--- src/rtl/rr_arb_pkg.sv ---
package rr_arb_pkg;
   // rotator implementation variants
   localparam int ROT_LOG_STAGES = 0;
   localparam int ROT_DIRECT_MUX = 1;

   function automatic bit is_pow2(input int n);
      return (n >= 2) && ((n & (n - 1)) == 0);
   endfunction
endpackage

--- src/rtl/rra_rotator.sv ---
module rra_rotator
   import rr_arb_pkg::*;
#(
   parameter int N_REQ    = 4,
   parameter bit TO_LEFT  = 1'b0,
   parameter int IMPL     = ROT_LOG_STAGES,
   localparam int ID_W    = $clog2(N_REQ)
) (
   input  logic [N_REQ-1:0] din,
   input  logic [ID_W-1:0]  amt,
   output logic [N_REQ-1:0] dout
);
   generate
      if (!is_pow2(N_REQ)) begin : g_bad_n
         $error("rra_rotator: N_REQ must be a power of two >= 2");
      end
      if (IMPL != ROT_LOG_STAGES && IMPL != ROT_DIRECT_MUX) begin : g_bad_impl
         $error("rra_rotator: unknown IMPL");
      end

      if (IMPL == ROT_LOG_STAGES) begin : g_log
         logic [ID_W:0][N_REQ-1:0] stg;
         assign stg[0] = din;
         for (genvar s = 0; s < ID_W; s++) begin : g_stage
            localparam int STEP = 1 << s;
            for (genvar i = 0; i < N_REQ; i++) begin : g_bit
               localparam int SRC = TO_LEFT ? ((i - STEP + N_REQ) % N_REQ)
                                            : ((i + STEP) % N_REQ);
               assign stg[s+1][i] = amt[s] ? stg[s][SRC] : stg[s][i];
            end
         end
         assign dout = stg[ID_W];
      end else begin : g_mux
         always_comb begin
            for (int i = 0; i < N_REQ; i++) begin
               logic [ID_W-1:0] src;
               if (TO_LEFT) src = ID_W'(i) - amt;
               else         src = ID_W'(i) + amt;
               dout[i] = din[src];
            end
         end
      end
   endgenerate
endmodule

--- src/rtl/rra_fixed_prio.sv ---
module rra_fixed_prio #(
   parameter int N_REQ = 4
) (
   input  logic [N_REQ-1:0] r,
   output logic [N_REQ-1:0] g
);
   always_comb begin
      logic taken;
      taken = 1'b0;
      g     = '0;
      for (int i = 0; i < N_REQ; i++) begin
         if (r[i] && !taken) begin
            g[i]  = 1'b1;
            taken = 1'b1;
         end
      end
   end

   always_comb begin
      AST_FP_AT_MOST_ONE: assert (!$isunknown(r) -> $onehot0(g));
   end
endmodule

--- src/rtl/rra_ptr_reg.sv ---
module rra_ptr_reg #(
   parameter int N_REQ = 4,
   localparam int ID_W = $clog2(N_REQ)
) (
   input  logic             clk,
   input  logic             rst_n,
   input  logic [N_REQ-1:0] gnt,
   output logic [ID_W-1:0]  id_q
);
   logic [ID_W-1:0] id_enc;
   logic            any_gnt;

   // each ID bit is the OR of the grant lines whose index has that bit set
   generate
      for (genvar b = 0; b < ID_W; b++) begin : g_enc
         logic [N_REQ-1:0] sel;
         for (genvar i = 0; i < N_REQ; i++) begin : g_sel
            assign sel[i] = ((i >> b) & 1) != 0;
         end
         assign id_enc[b] = |(gnt & sel);
      end
   endgenerate

   assign any_gnt = |gnt;

   always_ff @(posedge clk or negedge rst_n) begin
      if (!rst_n)       id_q <= '1;
      else if (any_gnt) id_q <= id_enc;
   end

   AST_ID_HOLD: assert property (@(posedge clk) disable iff (!rst_n)
      !any_gnt |=> $stable(id_q));
   AST_ID_TRACK: assert property (@(posedge clk) disable iff (!rst_n)
      any_gnt |=> $past(gnt) == (N_REQ'(1) << id_q));
endmodule

--- src/rtl/rr_prio_arbiter.sv ---
module rr_prio_arbiter
   import rr_arb_pkg::*;
#(
   parameter int N_REQ    = 4,
   parameter int ROT_IMPL = ROT_LOG_STAGES,
   localparam int ID_W    = $clog2(N_REQ)
) (
   input  logic             clk,
   input  logic             rst_n,
   input  logic [N_REQ-1:0] req,
   output logic [N_REQ-1:0] gnt,
   output logic [ID_W-1:0]  last_id
);
   generate
      if (!is_pow2(N_REQ)) begin : g_bad_n
         $error("rr_prio_arbiter: N_REQ must be a power of two >= 2");
      end
   endgenerate

   logic [ID_W-1:0]  rot_amt;
   logic [N_REQ-1:0] req_rot;
   logic [N_REQ-1:0] gnt_rot;

   // rotate by pointer+1 so the requester after the last grantee sits in slot 0
   assign rot_amt = last_id + ID_W'(1);

   rra_rotator #(.N_REQ(N_REQ), .TO_LEFT(1'b0), .IMPL(ROT_IMPL)) i_rot_in (
      .din (req),
      .amt (rot_amt),
      .dout(req_rot)
   );

   rra_fixed_prio #(.N_REQ(N_REQ)) i_prio (
      .r(req_rot),
      .g(gnt_rot)
   );

   rra_rotator #(.N_REQ(N_REQ), .TO_LEFT(1'b1), .IMPL(ROT_IMPL)) i_rot_out (
      .din (gnt_rot),
      .amt (rot_amt),
      .dout(gnt)
   );

   rra_ptr_reg #(.N_REQ(N_REQ)) i_ptr (
      .clk  (clk),
      .rst_n(rst_n),
      .gnt  (gnt),
      .id_q (last_id)
   );

   AST_GNT_ONEHOT: assert property (@(posedge clk) disable iff (!rst_n)
      $onehot0(gnt));
   AST_GNT_SUBSET: assert property (@(posedge clk) disable iff (!rst_n)
      (gnt & ~req) == '0);
   AST_GNT_LIVE: assert property (@(posedge clk) disable iff (!rst_n)
      (|req) |-> (|gnt));
   AST_RST_PRESET: assert property (@(posedge clk)
      !rst_n |=> (last_id == '1));
endmodule

--- config.mk ---
export PLATFORM = sky130hd
export DESIGN_NAME = rr_prio_arbiter
export DESIGN_NICKNAME = d
export VERILOG_FILES = /design/src/rtl/rr_arb_pkg.sv /design/src/rtl/rra_rotator.sv /design/src/rtl/rra_fixed_prio.sv /design/src/rtl/rra_ptr_reg.sv /design/src/rtl/rr_prio_arbiter.sv
export SDC_FILE = /design/constraint.sdc
export NUM_CORES = 1
export LEC_CHECK = 0
export BUFFER_PORTS_ARGS = -buffer_cell sky130_fd_sc_hd__buf_4
export CORE_AREA = 2 2 39 41
export DETAILED_ROUTE_END_ITERATION = 12
export DIE_AREA = 0 0 41 43
export SLEW_MARGIN = 0
export SYNTH_ARGS = -nofsm -noshare
export SYNTH_HDL_FRONTEND = slang
export SYNTH_HIERARCHICAL = 1
export SYNTH_SLANG_ARGS = --single-unit
--- constraint.sdc ---
create_clock -name clk -period 5.2 [get_ports clk]
set_input_delay 0.52 -clock clk [delete_from_list [all_inputs] [get_ports clk]]
set_output_delay 0.52 -clock clk [all_outputs]
set_load 0.02 [all_outputs]
==> out/metrics.cfg, run 1 <==
[cts]
cts_buffers=3
cts_hold_buf=0
clk_latency_ns=0.22
ctsResizeCount=0
clockBufferDepth=2
clk_pin_slew_ns=0.03
cts_max_level=1
cts_setup_buffers=0
cts_sinks=2
cts_tree=yes
root_buffer=clkbuf_4

[timing]
hold_viol=0
setup_violations=0
timing.final.crit_share_pct=65.55
clock_skew_ns=0.001199
slew_headroom_pct=55.59
tns_ns=0
tightest_slew_ns=0.6639
fmax_mhz=293.4
finalMaxSlewViolations=0
rsz0062_at_grt=no
min_period_ns=3.409

[run_status]
status=complete, no violations

[setup_path]
r2r-start=i_ptr/id_q[0]
path_cells=xor2_1, mux4_1, nor4b_2, mux4_1, buf_4
crit_type=reg -> out
slowest_stage=mux4_1
startpoint_type=flop
cp-end-kind=output pin
r2r_slack_ns=2.34
r2r.worst_path.cells=5
max_stage_delay_ns=0.63
cp.arrival_ns=2.89
worst-path-max-fanout=8
required_ns=4.68
crit_path_frequent_cell=mux4_1
r2r_end=i_ptr/id_q[0]

[global_routing]
grt_max_degree=9
antenna_found_initial=0
overflow=0
grt_pass1_wl_microns=917
grt_pass1_vias=247
track_usage_pct=7.606

[synth]
syn-num-nets=26
synth_xor_area_share_pct=2.602
synthesis.instances=20
synth_area_sq_um=336.6
synth_cell_type_count=10
synth-seq-area-share_pct=15.61
synth_top_family_by_area=multiplexers
synthAdderAreaFrac_pct=0
synth_compound_area_share_pct=5.204
postSynthAreaPerCell_sq_um=16.83
synth-simple-area-share_pct=10.78
synthMuxAreaShare_pct=62.45
ys.warnings.count=6
ys_ff_latch=2

[worst_hold_path]
hold_path.class=in -> async

[floorplan]
rows=14
die_area_sq_mm=0.001763
die_h_microns=43
core_sq_mm=0.001384
fp.dieW_microns=41
io_pins=12
initial_utilization_pct=24.32

[drt]
via_count=268
drc_errors=0
viasPerCell=5.469
wl_microns=582
antenna_left=0
drt_iter0_drc=0
dr.pass1.iters=1
wl_per_cell_microns=11.88

[final_layout]
drive_gt1_share_pct=51.52
largestRegisters=i_ptr/id_q: 2 flops
largest_register_ffs=2
diodes=0
layout.nets=41
largest_register=i_ptr/id_q
fillers=141
syn2layout_area_growth_pct=34.94

[placement]
routabilityCongestion=0.5656
io_buffers=11
dp_hpwl_microns=479

[flow_run]
drv_cap=0

[worst max-delay path, delay by kind of cell (launching register included)]
kind / cells / cell delay [ns]
mux: 2 / 1.19
flops: 1 / 0.55
xor+xnor: 1 / 0.55
simple gates: 1 / 0.19
buf+inv: 1 / 0.19
[placed cells by master, fill, tap and decap left out]
cell type,instances
buf_4,11
nor2b_1,1
xor2_1,1
inv_1,1
nor3b_1,1
a211o_1,2
nor4b_2,1
nor2_1,2
dfstp_2,2
clkbuf_4,3
mux4_1,8
[worst max-delay path by stage]
stage	from	endpoint	slack (ns)	cells past startpoint
finish	i_ptr/id_q[0]	gnt[1]	1.79	5
detailed placement	i_ptr/id_q[0]	gnt[1]	2.01	5
global route	i_ptr/id_q[0]	gnt[1]	1.66	5
CTS	i_ptr/id_q[0]	gnt[1]	1.79	5
floorplan	i_ptr/id_q[0]	gnt[0]	2.21	4
global placement	i_ptr/id_q[0]	gnt[1]	2.08	5
[per-layer routing]
layer  part of all wire, %  vias to the layer above  track usage (%)
met2                    51                       12            13.13
met3                    11                        0            1.571
met5                     0                        -                0
met1                    38                      133            7.973
li1                      -                      123                -
met4                     0                        0            4.000
[synth_stat cells (all sizes together)]
| master | number | share of area [%] |
|---|---|---|
| a211o | 2 | 5.2 |
| mux4 | 8 | 62 |
| nor4b | 1 | 4.5 |
| nor3b | 1 | 2.2 |
| nor2b | 1 | 1.9 |
| xor2 | 1 | 2.6 |
| dfstp | 2 | 16 |
| inv | 1 | 1.1 |
| nor2 | 2 | 2.2 |
| buf | 1 | 2.2 |
[cells by family after synthesis]
logic type,count (synthesis)
compound gates,2
flops,2
buf+inv,2
mux,8
xor+xnor,1
simple gates,5
[metrics by stage]
| step | setup slack [ns] | area (sq um) | hold WS, ns | util (%) | instances |
|---|---|---|---|---|---|
| global route | 1.657 | 454.2 | 0.2344 | 32.82 | 49 |
| CTS | 1.788 | 454.2 | 0.2388 | 32.82 | 49 |
| global placement | 2.082 | 431.7 | 0.4613 | 31.19 | 46 |
| finish | 1.791 | 454.2 | 0.2400 | 32.82 | 49 |
| detailed placement | 2.014 | 431.7 | 0.4646 | 31.19 | 46 |
| floorplan | 2.207 | 336.6 | 0.3722 | - | 20 |
[cell type report]
class | instances | area, sq um | area share [%]
clock buffer | 3 | 22.52 | 4.959
inverter | 1 | 3.754 | 0.8264
multi-input combinational | 16 | 272.8 | 60.06
sequential | 2 | 52.55 | 11.57
tap | 16 | 20.02 | 4.408
timing repair buffer | 11 | 82.58 | 18.18
Power of run 1 is not shown: default switching activity piles up to over one toggle a cycle in this logic, so the estimate is an artifact.
==> run 2, diff against run 1 <==
==> constraint.sdc (replaced) <==
create_clock -name clk -period 3.36 [get_ports clk]
set_input_delay 0.336 -clock clk [delete_from_list [all_inputs] [get_ports clk]]
set_output_delay 0.336 -clock clk [all_outputs]
set_load 0.02 [all_outputs]
==> run 2 against run 1 <==
Compared with the run above: register-to-register slack got worse by 1.5 ns; critical path type unchanged; cell count increased by 2.0%; via count increased by 3.7%; flip-flop and latch count unchanged; highest routed layer unchanged; critical path depth increased by 1; sequential share of layout area decreased by 0.19 points; clock skew about the same; critical endpoint unchanged; cell area increased by 1.7%.
==> out/metrics.cfg, run 2 (synthesis results as in run 1) <==
[run_status]
status=complete, no violations  ; unchanged

[global_routing]
antenna_found_initial=0  ; unchanged
grt_max_degree=9  ; unchanged
grt_pass1_wl_microns=917  ; unchanged
overflow=0  ; unchanged
grt_pass1_vias=255  ; was 247
track_usage_pct=7.505  ; was 7.606%

[cts]
cts_buffers=3  ; unchanged
cts_max_level=1  ; unchanged
cts_hold_buf=0  ; unchanged
cts_sinks=2  ; unchanged
clockBufferDepth=2  ; unchanged
clk_pin_slew_ns=0.03  ; about the same
clk_latency_ns=0.22  ; about the same
cts_setup_buffers=0  ; unchanged
root_buffer=clkbuf_4  ; unchanged
ctsResizeCount=0  ; unchanged
cts_tree=yes  ; unchanged

[placement]
routabilityCongestion=0.5419  ; was 0.5656
io_buffers=11  ; unchanged

[final_layout]
mostFrequentLayoutCell=buf_4  ; unchanged
largestRegisters=i_ptr/id_q: 2 flops  ; unchanged
largest_register=i_ptr/id_q  ; unchanged
layout.nets=42  ; was 41
syn2layout_area_growth_pct=37.17  ; was 34.94%
final_cell_mix=12 x buf_4, 8 x mux4_1, 3 x clkbuf_4  ; was 11 x buf_4, 8 x mux4_1, 3 x clkbuf_4
largest_register_ffs=2  ; unchanged
drive_gt1_share_pct=52.94  ; was 51.52%
diodes=0  ; unchanged

[setup_path]
path_cells=xor2_1, buf_4, mux4_1, nor4b_2, mux4_1, buf_4  ; was xor2_1, mux4_1, nor4b_2, mux4_1, buf_4
crit_buf_inv=2  ; was 1
cp_top_family=multiplexers  ; unchanged
crit_type=reg -> out  ; unchanged
worst-path-max-fanout=8  ; unchanged
cp-end-kind=output pin  ; unchanged
required_ns=3.02  ; was 4.68 ns
slowest_stage=mux4_1  ; unchanged
critPathLaunch=i_ptr/id_q[0]  ; unchanged
r2r-start=i_ptr/id_q[0]  ; unchanged
r2r_slack_ns=0.81  ; was 2.34 ns
max_stage_delay_ns=0.56  ; was 0.63 ns
startpoint_type=flop  ; unchanged
cp.arrival_ns=2.60  ; was 2.89 ns

[timing]
clock_skew_ns=0.001199  ; about the same
setup_violations=0  ; unchanged
fmax_mhz=340.9
min_period_ns=2.934
timing.final.crit_share_pct=87.31
slew_headroom_pct=76.51  ; was 55.59%
rsz0062_at_grt=no  ; unchanged
tightest_slew_ns=0.3516  ; was 0.6639 ns
tns_ns=0  ; unchanged
hold_viol=0  ; unchanged
finalMaxSlewViolations=0  ; unchanged

[drt]
dr.pass1.iters=4  ; was 1
drc_errors=0  ; unchanged
antenna_left=0  ; unchanged
viasPerCell=5.560  ; was 5.469
wl_microns=626  ; was 582 microns
via_count=278  ; was 268
drt_iter0_drc=4  ; was 0
wl_per_cell_microns=12.52  ; was 11.88 microns

[floorplan]
rows=14  ; unchanged
fp.dieW_microns=41  ; unchanged
initial_utilization_pct=24.32  ; unchanged
die_h_microns=43  ; unchanged
die_area_sq_mm=0.001763  ; unchanged
core_sq_mm=0.001384  ; unchanged
io_pins=12  ; unchanged

[worst_hold_path]
hold_path.class=in -> async  ; unchanged

[flow_run]
drv_cap=0  ; unchanged

run 2: cell types whose count changed in the layout (fill, tap and decap cells not counted):
cell / delta
buf_4: +1
run 2: final timing paths:
path | depth (start not counted) | to
hold / removal | 1 | i_ptr/id_q[0]
min in group clk | 1 | i_ptr/id_q[1]
hold reg to reg | 1 | i_ptr/id_q[1]
setup reg to reg | 6 | i_ptr/id_q[0]
max in group asynchronous | 1 | i_ptr/id_q[1]
setup / recovery | 6 | gnt[1]
run 2: cell type report:
| class | count | area [sq um] |
|---|---|---|
| Tap cell | 16 | 20.02 |
| Multi-Input combinational cell | 16 | 272.8 |
| Sequential cell | 2 | 52.55 |
| Inverter | 1 | 3.754 |
| Clock buffer | 3 | 22.52 |
| Fill cell | 134 | 922.1 |
| Timing Repair Buffer | 12 | 90.09 |
run 2: per-layer routing:
| metal | part of all wire (%) | vias to the layer above | global-route usage, % |
|---|---|---|---|
| li1 | - | 125 | - |
| met1 | 39 | 141 | 7.309 |
| met2 | 52 | 12 | 13.44 |
| met3 | 9.6 | 0 | 1.571 |
| met4 | 0 | 0 | 4.000 |
| met5 | 0 | - | 0 |
run 2: per-stage QoR:
step | instance area, sq um | setup slack [ns] | instances | utilization [%] | hold WS (ns)
after detailed placement | 439.2 | 0.6653 | 47 | 31.74 | 0.2806
after floorplan | 336.6 | 0.5093 | 20 | - | 0.1882
final | 461.7 | 0.4265 | 50 | 33.36 | 0.05568
after CTS | 461.7 | 0.4231 | 50 | 33.36 | 0.05483
after global placement | 439.2 | 0.7055 | 47 | 31.74 | 0.2771
after global routing | 461.7 | 0.3560 | 50 | 33.36 | 0.05037
run 2: worst register-to-register path: stages, from the launching register on:
cell and delay [ns]:
dfstp_2 0.55, xor2_1 0.15, buf_4 0.19, mux4_1 0.55
nor4b_2 0.19, mux4_1 0.55, a211o_1 0.30
Power of run 2 is left out for the same reason.
==> run 3, diff against run 2 <==
--- a/config.mk
+++ b/config.mk
@@ -9,6 +9,7 @@
 export CORE_AREA = 2 2 39 41
 export DETAILED_ROUTE_END_ITERATION = 12
 export DIE_AREA = 0 0 41 43
+export PLACE_DENSITY_LB_ADDON = 0.15
 export SLEW_MARGIN = 0
 export SYNTH_ARGS = -nofsm -noshare
 export SYNTH_HDL_FRONTEND = slang
==> run 3 against run 2 <==
Compared with the run above: setup slack worse by 0.020 ns; cell area unchanged; utilization did not move; highest routed layer unchanged.
==> out/metrics.cfg, run 3 (synthesis results as in run 1) <==
[run_status]
status=complete, no violations  ; unchanged

[final_layout]
final_cell_mix=12 x buf_4, 8 x mux4_1, 3 x clkbuf_4  ; unchanged
fin_area_sq_um=461.7  ; unchanged
syn2layout_area_growth_pct=37.17  ; unchanged
drive_gt1_share_pct=52.94  ; unchanged
largest_register=i_ptr/id_q  ; unchanged
mostFrequentLayoutCell=buf_4  ; unchanged
diodes=0  ; unchanged
layout.nets=42  ; unchanged
largest_register_ffs=2  ; unchanged
largestRegisters=i_ptr/id_q: 2 flops  ; unchanged

[cts]
clk_latency_ns=0.22  ; about the same
cts_sinks=2  ; unchanged
cts_max_level=1  ; unchanged
cts_tree=yes  ; unchanged
root_buffer=clkbuf_4  ; unchanged
cts_buffers=3  ; unchanged
clk_pin_slew_ns=0.03  ; about the same
ctsResizeCount=0  ; unchanged
cts_hold_buf=0  ; unchanged
cts_setup_buffers=0  ; unchanged
clockBufferDepth=2  ; unchanged

[placement]
routabilityCongestion=0.6677  ; was 0.5419
postPlaceCellArea_sq_um=439.2  ; unchanged
io_buffers=11  ; unchanged

[setup_path]
worst-path-max-fanout=8  ; unchanged
startpoint_type=flop  ; unchanged
cp-end-kind=output pin  ; unchanged
required_ns=3.02  ; about the same
cp.arrival_ns=2.62  ; was 2.60 ns
crit_type=reg -> out  ; unchanged

[drt]
wl_per_cell_microns=13.04  ; was 12.52 microns
drc_errors=0  ; unchanged
viasPerCell=5.560  ; unchanged
drt_iter0_drc=1  ; was 4
via_count=278  ; unchanged
dr.pass1.iters=2  ; was 4
antenna_left=0  ; unchanged
wl_microns=652  ; was 626 microns

[floorplan]
rows=14  ; unchanged
io_pins=12  ; unchanged
die_area_sq_mm=0.001763  ; unchanged
fp.dieW_microns=41  ; unchanged
die_h_microns=43  ; unchanged
core_sq_mm=0.001384  ; unchanged
initial_utilization_pct=24.32  ; unchanged

[timing]
fmax_mhz=338.6  ; was 340.9 MHz
rsz0062_at_grt=no  ; unchanged
finalMaxSlewViolations=0  ; unchanged
timing.final.crit_share_pct=87.89  ; was 87.31%
tns_ns=0  ; unchanged
setup_violations=0  ; unchanged
hold_viol=0  ; unchanged
tightest_slew_ns=0.3696  ; was 0.3516 ns
hold_ws_ns=0.04773  ; was 0.05568 ns
min_period_ns=2.953  ; was 2.934 ns
slew_headroom_pct=75.30  ; was 76.51%
clock_skew_ns=0.003343  ; was 0.001199 ns

[global_routing]
grt_pass1_wl_mm=1.104  ; was 917 microns
overflow=0  ; unchanged
antenna_found_initial=0  ; unchanged
track_usage_pct=9.165  ; was 7.505%
grt_pass1_vias=295  ; was 255
grt_max_degree=9  ; unchanged

[worst_hold_path]
hold_path.class=in -> async  ; unchanged

[flow_run]
drv_cap=0  ; unchanged

[run 3: through the flow]
step	util, %	setup slack [ns]	cells
2_1_floorplan	-	0.5093	20
3_3_place_gp	31.74	0.6996	47
3_5_place_dp	31.74	0.6401	47
4_1_cts	33.36	0.3739	50
5_1_grt	33.36	0.3091	50
6_report	33.36	0.4068	50
[run 3: final cells by class]
class,instances,area (sq um)
Clock buffer,3,22.52
Fill cell,148,922.1
Inverter,1,3.754
Multi-Input combinational cell,16,272.8
Sequential cell,2,52.55
Tap cell,16,20.02
Timing Repair Buffer,12,90.09
[run 3: routing by layer]
layer	GRT usage (%)	wire length (microns)	vias to the layer above
met4	4.000	0	0
met2	16.25	364	10
met1	8.754	238	140
met5	0	0	-
met3	3.141	49	0
li1	-	-	128
[run 3: final timing paths]
kind	from	end	slack, ns	cells past startpoint
worst max-delay path	i_ptr/id_q[0]	gnt[0]	0.41	6
worst min-delay path	rst_n	i_ptr/id_q[1]	0.05	1
worst max register to register	i_ptr/id_q[0]	i_ptr/id_q[0]	0.80	6
worst min register to register	i_ptr/id_q[1]	i_ptr/id_q[1]	0.63	1
max in group asynchronous	rst_n	i_ptr/id_q[0]	3.29	1
min in group clk	i_ptr/id_q[1]	i_ptr/id_q[1]	0.63	1
[run 3: critical path, stage by stage (launching register included)]
cell and delay [ns]:
dfstp_2 0.55, xor2_1 0.16, buf_4 0.19, mux4_1 0.55, nor4b_2 0.19, mux4_1 0.57
buf_4 0.19
Power of run 3 is left out for the same reason.
